==> config.mk <==
export PLATFORM = sky130hd
export DESIGN_NAME = dacwr_host
export DESIGN_NICKNAME = d
export VERILOG_FILES = /design/src/rtl/dacwr_pkg.sv /design/src/rtl/dacwr_frame.sv /design/src/rtl/dacwr_serializer.sv /design/src/rtl/dacwr_halftick.sv /design/src/rtl/dacwr_host.sv
export SDC_FILE = /design/constraint.sdc
export NUM_CORES = 1
export LEC_CHECK = 0
export ABC_AREA = 1
export BUFFER_PORTS_ARGS = -buffer_cell sky130_fd_sc_hd__buf_4
export CAP_MARGIN = 0
export CORE_ASPECT_RATIO = 0.8
export CORE_MARGIN = 1
export CORE_UTILIZATION = 61
export CTS_CLUSTER_DIAMETER = 60
export DETAILED_ROUTE_END_ITERATION = 6
export PLACE_DENSITY_LB_ADDON = 0.2
export RECOVER_POWER = 25
export REMOVE_ABC_BUFFERS = 1
export SYNTH_ARGS = -nofsm -noshare
export SYNTH_HDL_FRONTEND = slang
export SYNTH_HIERARCHICAL = 1
export SYNTH_SLANG_ARGS = --single-unit
==> constraint.sdc <==
create_clock -name clk -period 3.4 [get_ports clk]
set_input_delay 0.17 -clock clk [delete_from_list [all_inputs] [get_ports clk]]
set_output_delay 0.17 -clock clk [all_outputs]
set_load 0.01 [all_outputs]
==> src/rtl/dacwr_pkg.sv <==
package dacwr_pkg;

    localparam int CODE_W  = 12;
    localparam int MODE_W  = 2;
    localparam int FRAME_W = 16;
    localparam int BYTE_W  = 8;

    // converter limits in picoseconds
    localparam int T_SCLK_PERIOD_PS = 33000;
    localparam int T_SCLK_PHASE_PS  = 13000;
    localparam int T_SYNC_HIGH_PS   = 33000;

    typedef enum logic [1:0] {
        PM_ACTIVE   = 2'b00,
        PM_PD_LOW_R = 2'b01,
        PM_PD_MID_R = 2'b10,
        PM_PD_OPEN  = 2'b11
    } pmode_e;

    typedef struct packed {
        logic [1:0]        pad;
        pmode_e            mode;
        logic [CODE_W-1:0] code;
    } frame_t;

    typedef enum logic [1:0] {
        ST_IDLE,
        ST_GAP,
        ST_SHIFT,
        ST_BGAP
    } wr_state_e;

    function automatic int cycles_ceil(int ps, int clk_ps);
        return (ps + clk_ps - 1) / clk_ps;
    endfunction

    function automatic int half_cycles(int clk_ps);
        int a;
        int b;
        a = cycles_ceil(T_SCLK_PHASE_PS, clk_ps);
        b = cycles_ceil((T_SCLK_PERIOD_PS + 1) / 2, clk_ps);
        return (a > b) ? a : b;
    endfunction

    function automatic logic [BYTE_W-1:0] rev_byte(logic [BYTE_W-1:0] b);
        logic [BYTE_W-1:0] r;
        for (int i = 0; i < BYTE_W; i++) r[i] = b[BYTE_W-1-i];
        return r;
    endfunction

endpackage

==> src/rtl/dacwr_frame.sv <==
module dacwr_frame
    import dacwr_pkg::*;
#(
    parameter bit MIRROR = 1'b0
) (
    input  logic [CODE_W-1:0]  code,
    input  logic [MODE_W-1:0]  mode,
    output logic [FRAME_W-1:0] word
);
    frame_t f;

    always_comb begin
        f.pad  = 2'b00;
        f.mode = pmode_e'(mode);
        f.code = code;
    end

    generate
        if (MIRROR) begin : g_mirror
            // each byte stored reversed for an LSB-first byte shifter
            assign word = {rev_byte(f[FRAME_W-1:BYTE_W]), rev_byte(f[BYTE_W-1:0])};
        end else begin : g_plain
            assign word = f;
        end
    endgenerate
endmodule

==> src/rtl/dacwr_serializer.sv <==
module dacwr_serializer
    import dacwr_pkg::*;
#(
    parameter bit MIRROR = 1'b0
) (
    input  logic [FRAME_W-1:0] word,
    input  logic [3:0]         idx,
    output logic               bit_out
);
    generate
        if (MIRROR) begin : g_lsb_first
            // high byte first, each byte shifted from its stored LSB
            assign bit_out = word[{~idx[3], idx[2:0]}];
        end else begin : g_msb_first
            assign bit_out = word[4'd15 - idx];
        end
    endgenerate
endmodule

==> src/rtl/dacwr_halftick.sv <==
module dacwr_halftick #(
    parameter int HALF_CYC = 2
) (
    input  logic clk,
    input  logic rst,
    input  logic run,
    output logic last
);
    localparam int CW = (HALF_CYC > 1) ? $clog2(HALF_CYC) : 1;
    localparam logic [CW-1:0] LAST_V = CW'(HALF_CYC - 1);

    logic [CW-1:0] cnt;

    assign last = run && (cnt == LAST_V);

    always_ff @(posedge clk) begin
        if (rst || !run || last) cnt <= '0;
        else                     cnt <= cnt + 1'b1;
    end
endmodule

==> src/rtl/dacwr_host.sv <==
module dacwr_host
    import dacwr_pkg::*;
#(
    parameter int SYS_CLK_PS   = 10000,
    parameter int HALF_CYC     = half_cycles(SYS_CLK_PS),
    parameter int SYNC_HI_CYC  = cycles_ceil(T_SYNC_HIGH_PS, SYS_CLK_PS),
    parameter bit BYTE_MODE    = 1'b0,
    parameter int BYTE_GAP_CYC = 2,
    parameter bit MIRROR       = 1'b0,
    parameter bit IDLE_LOW     = 1'b0
) (
    input  logic              clk,
    input  logic              rst,
    input  logic              req_valid,
    input  logic [CODE_W-1:0] req_code,
    input  logic [MODE_W-1:0] req_mode,
    output logic              busy,
    output logic              done,
    output logic              sclk,
    output logic              sync_n,
    output logic              din
);
    localparam int HCW = $clog2(SYNC_HI_CYC + 1);
    localparam logic [HCW-1:0] HI_MAX  = HCW'(SYNC_HI_CYC);
    localparam logic [HCW-1:0] HI_NEED = HCW'(SYNC_HI_CYC - 1);
    localparam int GCW = (BYTE_GAP_CYC > 1) ? $clog2(BYTE_GAP_CYC) : 1;
    localparam logic [GCW-1:0] GAP_LAST = GCW'(BYTE_GAP_CYC - 1);
    localparam logic [4:0] BITS_ALL  = 5'(FRAME_W);
    localparam logic [4:0] BITS_BYTE = 5'(BYTE_W);

    wr_state_e            state;
    logic [FRAME_W-1:0]   word_q;
    logic [FRAME_W-1:0]   word_d;
    logic [4:0]           nbits;
    logic                 second;
    logic [HCW-1:0]       hi_cnt;
    logic [GCW-1:0]       gap_cnt;
    logic                 tick;
    logic                 next_bit;
    logic                 burst_end;

    dacwr_frame #(.MIRROR(MIRROR)) u_frame (
        .code (req_code),
        .mode (req_mode),
        .word (word_d)
    );

    dacwr_serializer #(.MIRROR(MIRROR)) u_ser (
        .word    (word_q),
        .idx     (nbits[3:0]),
        .bit_out (next_bit)
    );

    dacwr_halftick #(.HALF_CYC(HALF_CYC)) u_tick (
        .clk  (clk),
        .rst  (rst),
        .run  (state == ST_SHIFT),
        .last (tick)
    );

    assign burst_end = (nbits == BITS_ALL) ||
                       (BYTE_MODE && (nbits == BITS_BYTE) && !second);

    // consecutive cycles the frame select has been high
    always_ff @(posedge clk) begin
        if (rst || !sync_n)      hi_cnt <= '0;
        else if (hi_cnt != HI_MAX) hi_cnt <= hi_cnt + 1'b1;
    end

    always_ff @(posedge clk) begin
        if (rst) begin
            state   <= ST_IDLE;
            word_q  <= '0;
            nbits   <= '0;
            second  <= 1'b0;
            gap_cnt <= '0;
            busy    <= 1'b0;
            done    <= 1'b0;
            sclk    <= 1'b0;
            sync_n  <= 1'b1;
            din     <= 1'b0;
        end else begin
            done <= 1'b0;
            unique case (state)
                ST_IDLE: begin
                    if (req_valid) begin
                        word_q <= word_d;
                        busy   <= 1'b1;
                        sync_n <= 1'b1;
                        state  <= ST_GAP;
                    end
                end
                ST_GAP: begin
                    if (sync_n && (hi_cnt >= HI_NEED)) begin
                        sync_n <= 1'b0;
                        nbits  <= '0;
                        second <= 1'b0;
                        state  <= ST_SHIFT;
                    end
                end
                ST_SHIFT: begin
                    if (tick) begin
                        if (sclk) begin
                            sclk  <= 1'b0;
                            nbits <= nbits + 1'b1;
                        end else if (!burst_end) begin
                            sclk <= 1'b1;
                            din  <= next_bit;
                        end else if (nbits == BITS_ALL) begin
                            state  <= ST_IDLE;
                            busy   <= 1'b0;
                            done   <= 1'b1;
                            sync_n <= IDLE_LOW ? 1'b0 : 1'b1;
                        end else begin
                            second  <= 1'b1;
                            gap_cnt <= '0;
                            state   <= ST_BGAP;
                        end
                    end
                end
                ST_BGAP: begin
                    if (gap_cnt == GAP_LAST) state <= ST_SHIFT;
                    else                     gap_cnt <= gap_cnt + 1'b1;
                end
                default: state <= ST_IDLE;
            endcase
        end
    end
endmodule

==> impl_metrics.ini, run 1 <==
[setup_path]
path_cells = inv_2 > nor2_1 > nand2_1 > inv_1 > nand3_4 > nand2_2 > nand2_1 > a21oi_1
critPathSlowestCell = nor2_1
end_kind = flip-flop
critPathKind = flip-flop to flip-flop
cpPeakStageDelay_ns = 0.49
crit_path_frequent_cell = nand2_1
cp.required_ns = 3.67
path_max_fanout = 8
crit_arrival_ns = 2.10
start_kind = flip-flop

[clock_network]
cts_max_level = 2
cts_resized = 0
holdBufCountCts = 0
post_cts_buffers = 0
clkSlewWorstSetupHoldPaths_ns = 0.10
ctsLongestPathBuffers = 2
cts_buffers = 5
cts_root_buffer = clkbuf_4
clkLatencyLatePin_ns = 0.33
clkSinkCount = 33
tritoncts = done

[finish]
nFillCells = 275
area_delta_synth_final_pct = 6.316
mostFrequentLayoutCell = nand2_1
finalNetCount = 288
drive_gt1_frac = 0.1573
most-common-layout-cells = nand2_1 (46), nor2_1 (44), dfxtp_1 (33), inv_1 (30), nand3_1 (24)
diodes = 0

[timing]
fmax_mhz = 546.8
fin_crit_sh = 0.5379
clock_skew_ns = 0.009542
post-route-min-period_ns = 1.829
drv_slew = 0
rsz0062_at_grt = no
tightestPinTransition_ns = 0.6382
max_slew_margin = 0.5730
finalHoldViolations = 0
finalSetupViolations = 0
hold-worst-slack_ns = 0.08125
finalSetupTns_ns = 0
worst_slack_ns = 1.571

[placed_design]
portBuffers = 21
dp_hpwl_um = 2216
dp_slack_ns = 1.810
gp_congestion = 0.8666

[floorplanning]
die_y_um = 50.36
die_width_um = 62.45
fp.coreArea_mm2 = 0.002765
row_count = 17
die_area_mm2 = 0.003144
ios = 22
initial_utilization = 0.6448

[pwr]
p_seq_frac = 0.450
power_frac_comb = 0.291
swShare = 0.3444
clkPwrFrac = 0.259
p_total_mw = 1.174
p_sw_uw = 404.4
powerDensity_mw_per_mm2 = 619.4
vdd_drop_max_uv = 375.5
p_leak_nw = 0.8592
internal-power_uw = 769.7

[synthesis]
netlist_area_mm2 = 0.001783
syn_inst = 260
ys_types = 26
ys.warnings.count = 6
synth_top_area_share = 0.3705
avgSynthCellArea_um2 = 6.858
synth_area_leaders = dfxtp_1 (37%), nand2_1 (9.7%), nor2_1 (9.1%)
yosysSeqAreaShare = 0.3705
synth-seq-cells = 33
synth_area_leader_cell = dfxtp_1

[job]
drv_cap = 0

[routing]
viasPerCell = 4.954
detail_route.wirelength_um = 3126
wl_met3_um = 166
top_layer_used = met4
drc = 0
wire_per_inst_um = 10.25
drt_first_pass_iters = 4
first_iter_violations = 111
dr_total_vias = 1511
route.met2.wl_um = 1291
met1Wirelength_um = 1613
ant_nets = 0

[global_route]
antenna_found_initial = 0
grt_max_degree = 22
grt_usage = 0.2256
grt_pass1_wl_um = 5540
grt-ovfl-total = 0
grt_pass1_vias = 1340

[hold_path]
hold_path.class = primary input to flip-flop

[outcome]
status = completed
[routing by layer]
| layer | global-route usage | vias up |
|---|---|---|
| li1 | - | 809 |
| met1 | 0.2861 | 662 |
| met4 | 0.09302 | 0 |
| met5 | 0 | - |
| met3 | 0.07273 | 8 |
| met2 | 0.3551 | 32 |
[logic make-up after synthesis]
kind of cell               count (synthesis)  share of synthesized area
and+or+nand+nor                          131                     0.3291
DFF                                       33                     0.3705
buffers and inverters                     58                     0.1670
other                                      1                   0.002103
adders and majority gates                  5                    0.03509
AOI/OAI and AO/OA                         31                    0.09124
xor gates and xnor gates                   1                   0.004913
[layout make-up]
type,count,area [um^2],area share
Multi-Input combinational cell,170,820.8,0.4330
Sequential cell,33,660.6,0.3485
Timing Repair Buffer,21,142.6,0.07525
Inverter,35,138.9,0.07327
Clock buffer,7,55.05,0.02904
Tap cell,38,47.55,0.02508
Clock inverter,1,30.03,0.01584
[state kept, by name, summed over array words and instances, names as in the netlist]
register,cells
busy,1
din,1
done,1
gap_cnt,1
hi_cnt,3
nbits,5
sclk,1
state,2
sync_n,1
u_tick/cnt,1
word_q,16
[synth_stat cells, drive strengths merged]
cell,n
nand3,26
nor2,47
inv,35
ha,5
clkbuf,4
o21bai,1
nand2,54
xnor2,1
a21oi,12
dfxtp,33
nor4,1
buf,19
a211oi,1
a22oi,1
nand4,3
o21ai,16
conb,1
[path summary, 6_finish.rpt]
kind / from / end / slack (ns) / cells after the start
worst max register to register: state[1] / nbits[4] / 1.57 / 8
worst max-delay path: state[1] / nbits[4] / 1.57 / 8
worst min-delay path: req_code[10] / word_q[10] / 0.08 / 3
worst min register to register: u_tick/cnt / u_tick/cnt / 0.44 / 1
[stage by stage]
stage	area (um^2)	utilization	instances
after floorplan	1628	-	238
after global placement	1833	0.6629	297
after detailed placement	1833	0.6629	297
after CTS	1918	0.6937	305
after global routing	1896	0.6855	305
final	1896	0.6855	305
[worst max-delay path: cells and delay by family (launching register included)]
kind            cells  cell delay (ns)
simple gates        5             0.96
flops               1             0.45
compound gates      1             0.13
buf+inv             2             0.22
[power by group through the flow]
stage	clock [mW]	combinational (mW)	sequential [mW]
detailed placement	0	0.352	0.539
finish	0.304	0.342	0.528
floorplan	0	0.267	0.529
global placement	0	0.339	0.539
global route	0.329	0.402	0.540
CTS	0.311	0.354	0.530
Power figures use the tool's default switching activity.
==> inputs of run 2 (changes only) <==
CORE_UTILIZATION = 52   (was 61)
clock period = 1.64 ns   (was 3.4 ns; I/O delays follow)
==> run 2 against run 1 <==
Effect of this change: clock skew shrank 0.0026 ns; sequential cell count stayed put; non-clock buffer count up 4; sequential share of layout area decreased by 1.2 points; final area is 3.6% higher; power grew 120%; clock power increased to 2.6 times the previous value; worst setup slack worse by 1.3 ns; sequential power up 110%; largest cell class unchanged.
==> impl_metrics.ini, run 2 (same netlist as run 1, synthesis figures left out) <==
[finish]
drive_gt1_frac = 0.1697
fin_cells = 311
nFillCells = 312
seq_area_um2 = 660.6
largest_reg_flops = 16
final_area_mm2 = 0.001963
multi_input_area_um2 = 828.3
mostFrequentLayoutCell = nand2_1
most-common-layout-cells = nand2_1 (46), nor2_1 (43), dfxtp_1 (33), inv_1 (30), nand3_1 (24)
regMostFlops = word_q
postLayoutCoreUtil = 0.6182
top_regs = word_q x16, nbits x5, hi_cnt x3
area_delta_synth_final_pct = 10.11
diodes = 0
finalNetCount = 292

[hold_path]
hold_path.class = primary input to flip-flop
hold_start = req_code[1]
whs_path_depth = 3
whs_endpoint = word_q[1]

[setup_path]
ff2ff_path_depth = 8
critPathKind = flip-flop to flip-flop
r2r-end = nbits[4]
r2r_setup_slack_ns = 0.23
start_kind = flip-flop
worst-path-buf-inv = 0
cpPeakStageDelay_ns = 0.37
startpoint = hi_cnt[0]
path_cells = ha_1 > ha_1 > nor2_1 > nand2_1 > nand3_2 > nand2_2 > nand2_1 > a21oi_1
critPathSlowestCell = dfxtp_1
cpLargestDelayFamily = simple AND/OR/NAND/NOR gates
r2r-start = hi_cnt[0]
cp.required_ns = 1.84
end_kind = flip-flop
path_max_fanout = 7
crit_arrival_ns = 1.61

[clock_network]
clkLatencyLatePin_ns = 0.28
ctsLongestPathBuffers = 2
tritoncts = done
cts_resized = 0
cts_max_level = 2
cts_buffers = 5
clkSinkCount = 33
post_cts_buffers = 0
cts_root_buffer = clkbuf_8
holdBufCountCts = 0
clkSlewWorstSetupHoldPaths_ns = 0.07

[routing]
first_iter_violations = 80
viasPerCell = 4.884
ant_nets = 0
detail_route.wirelength_um = 3176
wire_per_inst_um = 10.21
drc = 0
drt_first_pass_iters = 4
dr_total_vias = 1519

[job]
drv_cap = 0

[timing]
finalHoldViolations = 0
worst_slack_ns = 0.2343
post-route-min-period_ns = 1.406
clock_skew_ns = 0.006905
fin_crit_sh = 0.8571
hold-worst-slack_ns = 0.04715
finalSetupTns_ns = 0
rsz0062_at_grt = no
drv_slew = 0
finalSetupViolations = 0
fmax_mhz = 711.4

[floorplanning]
fp.coreArea_mm2 = 0.003176
initial_utilization = 0.5615
die_width_um = 67.47
die_y_um = 54.38
ios = 22
die_area_mm2 = 0.003668
row_count = 18

[pwr]
powerDensity_mw_per_mm2 = 1334
p_total_mw = 2.620
vdd_drop_max_uv = 865.6
p_leak_nw = 0.8892

[placed_design]
portBuffers = 21
dp_slack_ns = 0.2812
dp_hpwl_um = 2253
dp.cells = 303
dpl_cell_area_mm2 = 0.001866
gp_congestion = 0.8592

[global_route]
grt_usage = 0.1970
grt-ovfl-total = 0
grt_pass1_vias = 1211
grt_pass1_wl_um = 5285
grt_max_degree = 19
antenna_found_initial = 0

[outcome]
status = completed
[run 2: layout make-up]
cell class / instances / area share
repair buffers: 25 / 0.08604
inverters: 35 / 0.07075
well taps: 40 / 0.02549
multi-input cells: 170 / 0.4219
clock inverters: 1 / 0.01530
flip-flops and latches: 33 / 0.3365
clock buffers: 7 / 0.04398
[run 2: how the worst max path moves through the flow]
stage	to	slack [ns]	cells past startpoint
6_report	nbits[4]	0.23	8
5_1_grt	nbits[4]	0.1	7
4_1_cts	nbits[4]	0.23	8
3_5_place_dp	word_q[2]	0.28	5
3_3_place_gp	nbits[4]	0.30	7
2_1_floorplan	state[1]	0.24	9
[run 2: worst min-delay path, cell delays in order]
cell	delay (ns)
buf_4	0.07
o21ai_0	0.07
nor2_1	0.08
[run 2: power by group]
| group | switching, mW | internal [mW] |
|---|---|---|
| clock | 0.297 | 0.495 |
| combinational | 0.447 | 0.277 |
| sequential | 0.131 | 0.972 |
[run 2: routing by layer]
layer	global-route usage	vias to the layer above	wire, um
met5	0	-	0
met1	0.2701	665	1699
li1	-	820	-
met3	0.06042	4	141
met2	0.2822	30	1304
met4	0.08511	0	30
==> inputs of run 3 (changes only) <==
ABC_AREA = 0   (was 1)
CORE_UTILIZATION = 51   (was 52)
==> run 3 against run 2 <==
Effect of this change: sequential share of layout area is 1.4 points higher; power fell by 8.1%; critical path depth decreased by 2; largest cell class unchanged; routed wire length decreased by 0.35%; via count shrank 18%; synthesized cell count decreased by 28%.
==> impl_metrics.ini, run 3 <==
[outcome]
status = completed

[clock_network]
clkLatencyLatePin_ns = 0.29
holdBufCountCts = 0
post_cts_buffers = 0
clkSinkCount = 33
cts_root_buffer = clkbuf_8
ctsLongestPathBuffers = 2
cts_buffers = 5
cts_max_level = 2
clkSlewWorstSetupHoldPaths_ns = 0.07
tritoncts = done
cts_resized = 0

[timing]
clock_skew_ns = 0.006143
tightestPinTransition_ns = 0.6189
finalHoldViolations = 0
hold-worst-slack_ns = 0.03558
finalSetupViolations = 0
fin_crit_sh = 0.9505
drv_slew = 0
rsz0062_at_grt = no
max_slew_margin = 0.5874
post-route-min-period_ns = 1.559
fmax_mhz = 641.5

[hold_path]
hold_start = req_code[6]
whs_path_depth = 3
hold_path.class = primary input to flip-flop
whs_endpoint = word_q[6]

[synthesis]
netlist_area_mm2 = 0.001697
avgSynthCellArea_um2 = 9.122
muxShareOfSynthArea = 0.08555
synth-seq-cells = 33
syn_inst = 186
synth_area_leader_cell = dfxtp_1
yosysMostFrequentCell = nand2_1
ys.warnings.count = 6
synth_ff_type = dfxtp_1
synth_fa_ha_area_frac = 0.03687
synth-simple-area-share = 0.2109
synth_area_leaders = dfxtp_1 (39%), nand2_1 (8.8%), buf_4 (7.5%)
synth-edff-count = 0
synthXorXnorAreaFrac = 0.01032
synth_top_area_share = 0.3894
ys_types = 40
synth_compound_gate_area_share = 0.1342
synth_top_family_by_area = simple AND/OR/NAND/NOR gates
synth_commonest_cells = nand2_1 (40), dfxtp_1 (33), a21oi_1 (24)
yosysSeqAreaShare = 0.3894
async_flop_share = 0

[routing]
dr_total_vias = 1250
drt_first_pass_iters = 4
first_iter_violations = 36
detail_route.wirelength_um = 3165
wire_per_inst_um = 13.19
viasPerCell = 5.208
drc = 0
ant_nets = 0

[pwr]
vdd_drop_max_uv = 671.5
powerDensity_mw_per_mm2 = 1278
p_leak_nw = 0.8030
p_total_mw = 2.407

[job]
drv_cap = 0

[placed_design]
portBuffers = 21
dp.cells = 232
dp_hpwl_um = 2289
gp_congestion = 0.7946

[setup_path]
r2r-end = din
path_cells = buf_4 > mux4_1 > mux2i_1 > mux2i_1 > nand2_1 > mux2i_1
critPathKind = flip-flop to flip-flop
r2r-start = nbits[0]
start_kind = flip-flop
r2r_setup_slack_ns = 0.08
ff2ff_path_depth = 6
cpLargestDelayFamily = multiplexers
worst-path-buf-inv = 1
critPathSlowestCell = mux4_1
cp.required_ns = 1.82
cpPeakStageDelay_ns = 0.56
crit_path_frequent_cell = mux2i_1
end_kind = flip-flop
crit_arrival_ns = 1.74
path_max_fanout = 6

[floorplanning]
ios = 22
initial_utilization = 0.5420
fp.coreArea_mm2 = 0.003131
row_count = 18
die_y_um = 53.59
die_area_mm2 = 0.003563
die_width_um = 66.49

[global_route]
grt_util_met2 = 0.3435
grt-ovfl-total = 0
top_usage_layer = met2
grt_pass1_wl_um = 5271
grt_use_met1 = 0.2513
grt_max_degree = 26
globalRouteMet3Util = 0.08263
grt_pass1_vias = 1214
grt_usage = 0.2065
antenna_found_initial = 0

[finish]
area_delta_synth_final_pct = 10.99
drive_gt1_frac = 0.2050
regMostFlops = word_q
largest_reg_flops = 16
diodes = 0
finalNetCount = 221
mostFrequentLayoutCell = nand2_1
most-common-layout-cells = nand2_1 (40), dfxtp_1 (33), a21oi_1 (24), buf_4 (23), inv_1 (10)
top_regs = word_q x16, nbits x5, hi_cnt x3
fin_cells = 240
-- run 3: cell types whose count changed in the layout (fill, tap and decap cells not counted), moves of 4 or more --
cell / delta
o21ai_0: -12
nand2_2: -8
inv_1: -20
nor2_1: -39
a21oi_1: +12
mux2i_1: +4
nand2_1: -6
nand3_1: -20
-- run 3: cell type report --
class	instances	area [um^2]
Tap cell	40	50.05
Clock buffer	5	68.82
Fill cell	292	1247
Clock inverter	3	46.29
Timing Repair Buffer	28	191.4
Sequential cell	33	660.6
Inverter	11	41.29
Multi-Input combinational cell	120	824.5
-- run 3: cell families (layout without fill, tap and decap cells) --
kind of cell | Yosys count | in the layout
flip-flops | 33 | 33
buffers and inverters | 34 | 47
AND/OR/NAND/NOR | 65 | 65
AO/OA/AOI/OAI | 38 | 38
XOR/XNOR | 2 | 2
adder cells (fa/ha/maj) | 5 | 5
multiplexers | 8 | 8
other | 1 | 2
-- run 3: how the worst max path moves through the flow --
| stage | from | endpoint | cells after the start |
|---|---|---|---|
| global placement | nbits[0] | din | 6 |
| global route | state[1] | nbits[4] | 5 |
| CTS | nbits[0] | din | 6 |
| detailed placement | hi_cnt[0] | nbits[0] | 6 |
| finish | nbits[0] | din | 6 |
| floorplan | state[1] | nbits[3] | 5 |
-- run 3: power by group --
group / internal, mW / switching [mW] / total (mW)
clock: 0.454 / 0.315 / 0.769
combinational: 0.284 / 0.347 / 0.631
sequential: 0.919 / 0.0881 / 1.01
-- run 3: worst min-delay path, stage by stage --
cell,delay [ns]
buf_4,0.11
nand2_1,0.05
a21oi_1,0.05
-- run 3: stage by stage --
step | area (um^2) | utilization | setup WS (ns) | setup TNS, ns
2_1_floorplan | 1520 | - | -0.08613 | -0.2592
3_3_place_gp | 1780 | 0.5687 | 0.1560 | 0
3_5_place_dp | 1780 | 0.5687 | 0.09553 | 0
4_1_cts | 1896 | 0.6055 | 0.06382 | 0
5_1_grt | 1883 | 0.6015 | 0.01160 | 0
6_report | 1883 | 0.6015 | 0.08115 | 0
-- run 3: metal layers --
| metal | vias up | part of all wire |
|---|---|---|
| met2 | 24 | 0.47 |
| met5 | - | 0 |
| met3 | 7 | 0.045 |
| met4 | 0 | 0.0092 |
| met1 | 574 | 0.47 |
| li1 | 645 | - |
